===== config.mk =====
export PLATFORM = sky130hd
export DESIGN_NAME = dual_mean5_filter
export DESIGN_NICKNAME = d
export VERILOG_FILES = /design/src/rtl/avg5_pkg.sv /design/src/rtl/avg5_ctrl.sv /design/src/rtl/avg5_datapath.sv /design/src/rtl/dual_mean5_filter.sv
export SDC_FILE = /design/constraint.sdc
export NUM_CORES = 1
export LEC_CHECK = 0
export BUFFER_PORTS_ARGS = -buffer_cell sky130_fd_sc_hd__buf_2
export CAP_MARGIN = 20
export CELL_PAD_IN_SITES_DETAIL_PLACEMENT = 2
export CELL_PAD_IN_SITES_GLOBAL_PLACEMENT = 2
export CORE_ASPECT_RATIO = 0.7
export CORE_MARGIN = 4
export CORE_UTILIZATION = 40
export CTS_CLUSTER_DIAMETER = 50
export DETAILED_ROUTE_END_ITERATION = 10
export GPL_TIMING_DRIVEN = 0
export MAX_ROUTING_LAYER = met4
export PLACE_DENSITY_LB_ADDON = 0.1
export SETUP_SLACK_MARGIN = 0.5
export SLEW_MARGIN = 20
export SYNTH_ARGS = -nofsm -noshare
export SYNTH_HDL_FRONTEND = slang
export SYNTH_SLANG_ARGS = --single-unit

===== constraint.sdc =====
create_clock -name clk -period 10.5 [get_ports clk]
set_input_delay 1.05 -clock clk [delete_from_list [all_inputs] [get_ports clk]]
set_output_delay 1.05 -clock clk [all_outputs]
set_load 0.02 [all_outputs]

===== src/rtl/avg5_pkg.sv =====
package avg5_pkg;
  // Strobes from control to datapath
  typedef struct packed {
    logic shiftEn;  // accept sample: shift history, load tap sum
    logic prodEn;   // load scaled product
    logic outEn;    // load rounded result
  } avgCtrl_t;
endpackage


===== src/rtl/avg5_ctrl.sv =====
module avg5_ctrl
  import avg5_pkg::*;
(
  input  logic     clk,
  input  logic     rst,
  input  logic     inValid,
  output avgCtrl_t ctrl,
  output logic     outValid
);
  logic sumValid;
  logic prodValid;

  always_ff @(posedge clk) begin
    if (rst) begin
      sumValid  <= 1'b0;
      prodValid <= 1'b0;
      outValid  <= 1'b0;
    end else begin
      sumValid  <= inValid;
      prodValid <= sumValid;
      outValid  <= prodValid;
    end
  end

  always_comb begin
    ctrl.shiftEn = inValid;
    ctrl.prodEn  = sumValid;
    ctrl.outEn   = prodValid;
  end
endmodule


===== src/rtl/avg5_datapath.sv =====
module avg5_datapath
  import avg5_pkg::*;
#(
  parameter int NCH      = 2,
  parameter int SAMPLE_W = 14,
  parameter int OUT_W    = 16,
  parameter int TAPS     = 5,
  parameter int COEF_W   = 16,
  parameter int COEF     = 13107,
  parameter int EXTRA_FR = 2
) (
  input  logic                      clk,
  input  logic                      rst,
  input  avgCtrl_t                  ctrl,
  input  logic [NCH*SAMPLE_W-1:0]   inSamples,
  output logic [NCH*OUT_W-1:0]      outSamples
);
  localparam int SUM_W  = SAMPLE_W + $clog2(TAPS);
  localparam int PROD_W = SUM_W + COEF_W + 1;
  localparam int DROP   = COEF_W - EXTRA_FR;
  localparam int HIST   = TAPS - 1;
  localparam logic signed [PROD_W-1:0] OUT_MAX = PROD_W'((2 ** (OUT_W - 1)) - 1);
  localparam logic signed [PROD_W-1:0] OUT_MIN = -OUT_MAX - PROD_W'(1);
  localparam logic signed [PROD_W-1:0] COEF_S  = PROD_W'(COEF);

  for (genvar ch = 0; ch < NCH; ch++) begin : g_chan
    logic signed [SAMPLE_W-1:0] sample;
    logic signed [SAMPLE_W-1:0] hist [HIST];
    logic signed [SUM_W-1:0]    sumNext, sumQ;
    logic signed [PROD_W-1:0]   prodNext, prodQ;
    logic signed [PROD_W-1:0]   floorQ, rounded;
    logic [DROP-1:0]            rem;
    logic                       roundUp;
    logic signed [OUT_W-1:0]    resNext, resQ;

    assign sample = inSamples[ch*SAMPLE_W +: SAMPLE_W];

    // Sum of the current sample and the history
    always_comb begin
      sumNext = SUM_W'(sample);
      for (int t = 0; t < HIST; t++) begin
        sumNext = sumNext + SUM_W'(hist[t]);
      end
    end

    // Full-precision scaling, then round-half-to-even and clamp
    assign prodNext = PROD_W'(sumQ) * COEF_S;
    assign floorQ   = prodQ >>> DROP;
    assign rem      = prodQ[DROP-1:0];
    assign roundUp  = rem[DROP-1] && ((|rem[DROP-2:0]) || floorQ[0]);
    assign rounded  = floorQ + PROD_W'(roundUp);

    always_comb begin
      if (rounded > OUT_MAX)      resNext = OUT_W'(OUT_MAX);
      else if (rounded < OUT_MIN) resNext = OUT_W'(OUT_MIN);
      else                        resNext = OUT_W'(rounded);
    end

    always_ff @(posedge clk) begin
      if (rst) begin
        for (int t = 0; t < HIST; t++) hist[t] <= '0;
        sumQ  <= '0;
        prodQ <= '0;
        resQ  <= '0;
      end else begin
        if (ctrl.shiftEn) begin
          hist[0] <= sample;
          for (int t = 1; t < HIST; t++) hist[t] <= hist[t-1];
          sumQ <= sumNext;
        end
        if (ctrl.prodEn) prodQ <= prodNext;
        if (ctrl.outEn)  resQ  <= resNext;
      end
    end

    assign outSamples[ch*OUT_W +: OUT_W] = resQ;
  end
endmodule


===== src/rtl/dual_mean5_filter.sv =====
module dual_mean5_filter
  import avg5_pkg::*;
(
  input  logic        clk,
  input  logic        rst,
  input  logic        inValid,
  input  logic [13:0] inA,
  input  logic [13:0] inB,
  output logic        outValid,
  output logic [15:0] outA,
  output logic [15:0] outB
);
  avgCtrl_t    ctrl;
  logic [31:0] outPacked;

  avg5_ctrl i_ctrl (
    .clk      (clk),
    .rst      (rst),
    .inValid  (inValid),
    .ctrl     (ctrl),
    .outValid (outValid)
  );

  avg5_datapath #(
    .NCH      (2),
    .SAMPLE_W (14),
    .OUT_W    (16)
  ) i_dp (
    .clk        (clk),
    .rst        (rst),
    .ctrl       (ctrl),
    .inSamples  ({inB, inA}),
    .outSamples (outPacked)
  );

  assign outA = outPacked[15:0];
  assign outB = outPacked[31:16];
endmodule


==> qor.yml <==
yosys:
  synth_commonest_cells: "505 x inv_1, 250 x ha_1, 240 x fa_1"
  ys_ff_latch: 245
  ys_seq_area_share_pct: 25.5
  synth_area_um2: 23600
  synth.avg_cell_area_um2: 9.38
  ys_async_sr_fraction_pct: 0
  yosysUniqueCellTypes: 73
  synth_edf_count: 112
  yosys_most_used_dff: "dfxtp_1"
  yosys.area.top_type: "fa_1"
  synth.most_common_cell: "inv_1"
  synthTopCellsByArea: "fa_1 20%, edfxtp_1 14%, ha_1 13%, dfxtp_1 11%, inv_1 8.0%"
  synth_warnings: 0
  syn_inst: 2521
  synth_top_area_share_pct: 20.3
  syn_nets: 3042
timing:
  max_freq_mhz: 157
  skew_ns: 0.0275
  relSlewSlack_pct: 27.3
  tightest_slew_ns: 1.09
  timing.final.crit_period_ns: 6.36
  finalSetupViolCount: 0
  fin_setup_tns_ns: 0
  maxSlewViolCount: 0
  rsz0062_at_grt: "no"
  period_share_pct: 60.6
  hold_viol_final: 0
global_routing:
  grt_max_degree: 73
  grt_first_pass_wirelength_mm: 115
  grt_overflow_total: 0
  first_global_vias: 20100
  antenna_found_initial: 0
  grtUsageTotal_pct: 23.6
routing:
  vias_per_cell: 5.19
  first_iter_violations: 855
  route.detailed.wl_per_inst_um: 20.6
  wl_mm: 71.0
  firstDrtPassIters: 5
  postRouteAntennaNets: 0
  drc: 0
  vias: 17900
worst_setup_path:
  crit_path_start: "i_dp.g_chan[0].sumQ[15]"
  startpoint_type: "flip-flop"
  worstPathMaxFanout: 8
  cp.required_ns: 10.97
  end_kind: "flip-flop"
  crit_family: "adder cells"
  slowest_delay_ns: 0.54
  crit_chain: "clkbuf_1 > inv_1 > ha_1 > fa_1 > inv_1 > ha_1 > fa_1 > fa_1 > inv_1 > fa_1 > inv_1 > ha_1 > and2_1 > o31a_1 > o41ai_1 > nand2_1 > nor2_1 > o21ai_0 > a2111o_1 > o221ai_1"
  cp_slowest_cell: "fa_1"
  worstPathArrival_ns: 6.83
  timing.rr.start: "i_dp.g_chan[0].sumQ[15]"
  critPathBufInv: 5
  critical_path_class: "flip-flop to flip-flop"
min_path:
  hold_start: "i_dp.g_chan[1].resQ[10]"
  hp-class: "flip-flop to flip-flop"
placed_design:
  place.gp.congestion: 0.909
  port_buffers: 62
  dpl.hpwl_mm: 59.0
layout:
  diodes: 0
  nets: 3141
  drive_gt1_share_pct: 5.60
  syn2layout_area_growth_pct: 10.5
clock_tree:
  clock_path_buffers: 3
  cts_tree: "done"
  clock_sinks: 245
  cts_buffers: 34
  post-cts-setup-buffer-count: 0
  cts_hold_buf: 0
  clk_pin_slew_ns: 0.06
  worstSkewPairLatency_ns: 0.56
  ctsHtreeMaxLevel: 2
  cts-resized-gates: 0
  root_buffer: "clkbuf_16"
floorplanning:
  dieHeight_um: 211
  core_area_um2: 58400
  dieArea_um2: 63100
  pin_count: 64
  initial_utilization_pct: 40.5
  row_count: 74
  die-width_um: 299
job:
  drv_cap: 0
outcome:
  run_status: "completed"
sequential cells by signal, indices dropped and copies added, names as in the netlist:
register,flops
i_dp.g_chan.hist,112
i_dp.g_chan.prodQ,64
i_dp.g_chan.sumQ,34
i_dp.g_chan.resQ,32
i_ctrl.outValid,1
i_ctrl.prodValid,1
i_ctrl.sumValid,1
cell families (layout without fill, tap and decap cells):
logic type,Yosys count,after routing,synth area share (%)
buffers and inverters,581,705,9.24
AND/OR/NAND/NOR,583,583,12.2
adder cells (fa/ha/maj),490,490,33.5
flip-flops,245,245,25.5
AO/OA/AOI/OAI,438,438,12.4
XOR/XNOR,138,138,5.11
multiplexers,46,46,1.96
per-stage QoR:
stage | utilization (%) | hold slack, ns | instance area [µm²] | cells | setup WS (ns)
floorplan | - | 0.441 | 23600 | 2521 | 4.96
global placement | 42.7 | 0.456 | 25000 | 3381 | 4.23
detailed placement | 42.8 | 0.467 | 25000 | 3382 | 4.08
CTS | 44.7 | 0.482 | 26100 | 3443 | 3.99
global route | 44.7 | 0.510 | 26100 | 3443 | 3.47
finish | 44.7 | 0.475 | 26100 | 3443 | 4.14
routing by layer:
layer,up-vias,track usage [%],share of wire [%]
met5,-,-,0
met4,0,3.94,1.4
met3,71,2.79,2.8
met2,195,36.5,44
met1,9068,33.9,52
li1,8534,-,-
cell usage in the layout (no fill, tap or decap), drive strengths merged, types with 21 or more instances in the layout:
cell type  synthesis  final
a211oi            24     24
a21o              40     40
a21oi            128    128
and2              95     95
and3              21     21
buf                9     72
clkbuf            66    107
dfxtp            133    133
edfxtp           112    112
fa               240    240
ha               250    250
inv              505    509
mux2i             44     44
nand2            108    108
nand3             42     42
nor2             167    167
nor3              47     47
o211ai            23     23
o21a              23     23
o21ai             73     73
xnor2             75     75
xor2              63     63
area by class of cell:
class	instances	area (µm²)
Inverter	506	1900
Sequential cell	245	6030
Clock inverter	20	228
Clock buffer	41	917
Multi-Input combinational cell	1695	15400
Buffer	75	285
Timing Repair Buffer	63	338
Fill cell	6343	32300
Tap cell	798	998
worst paths after layout:
check | endpoint | slack [ns] | cells after the start
worst min-delay path | i_dp.g_chan[1].resQ[10] | 0.47 | 1
worst max register to register | i_dp.g_chan[0].prodQ[30] | 4.14 | 20
worst max-delay path | i_dp.g_chan[0].prodQ[30] | 4.14 | 20
worst min register to register | i_dp.g_chan[1].resQ[10] | 0.47 | 1
Power is not shown: default switching activity piles up to over one toggle a cycle in this logic, so the estimate is an artifact.
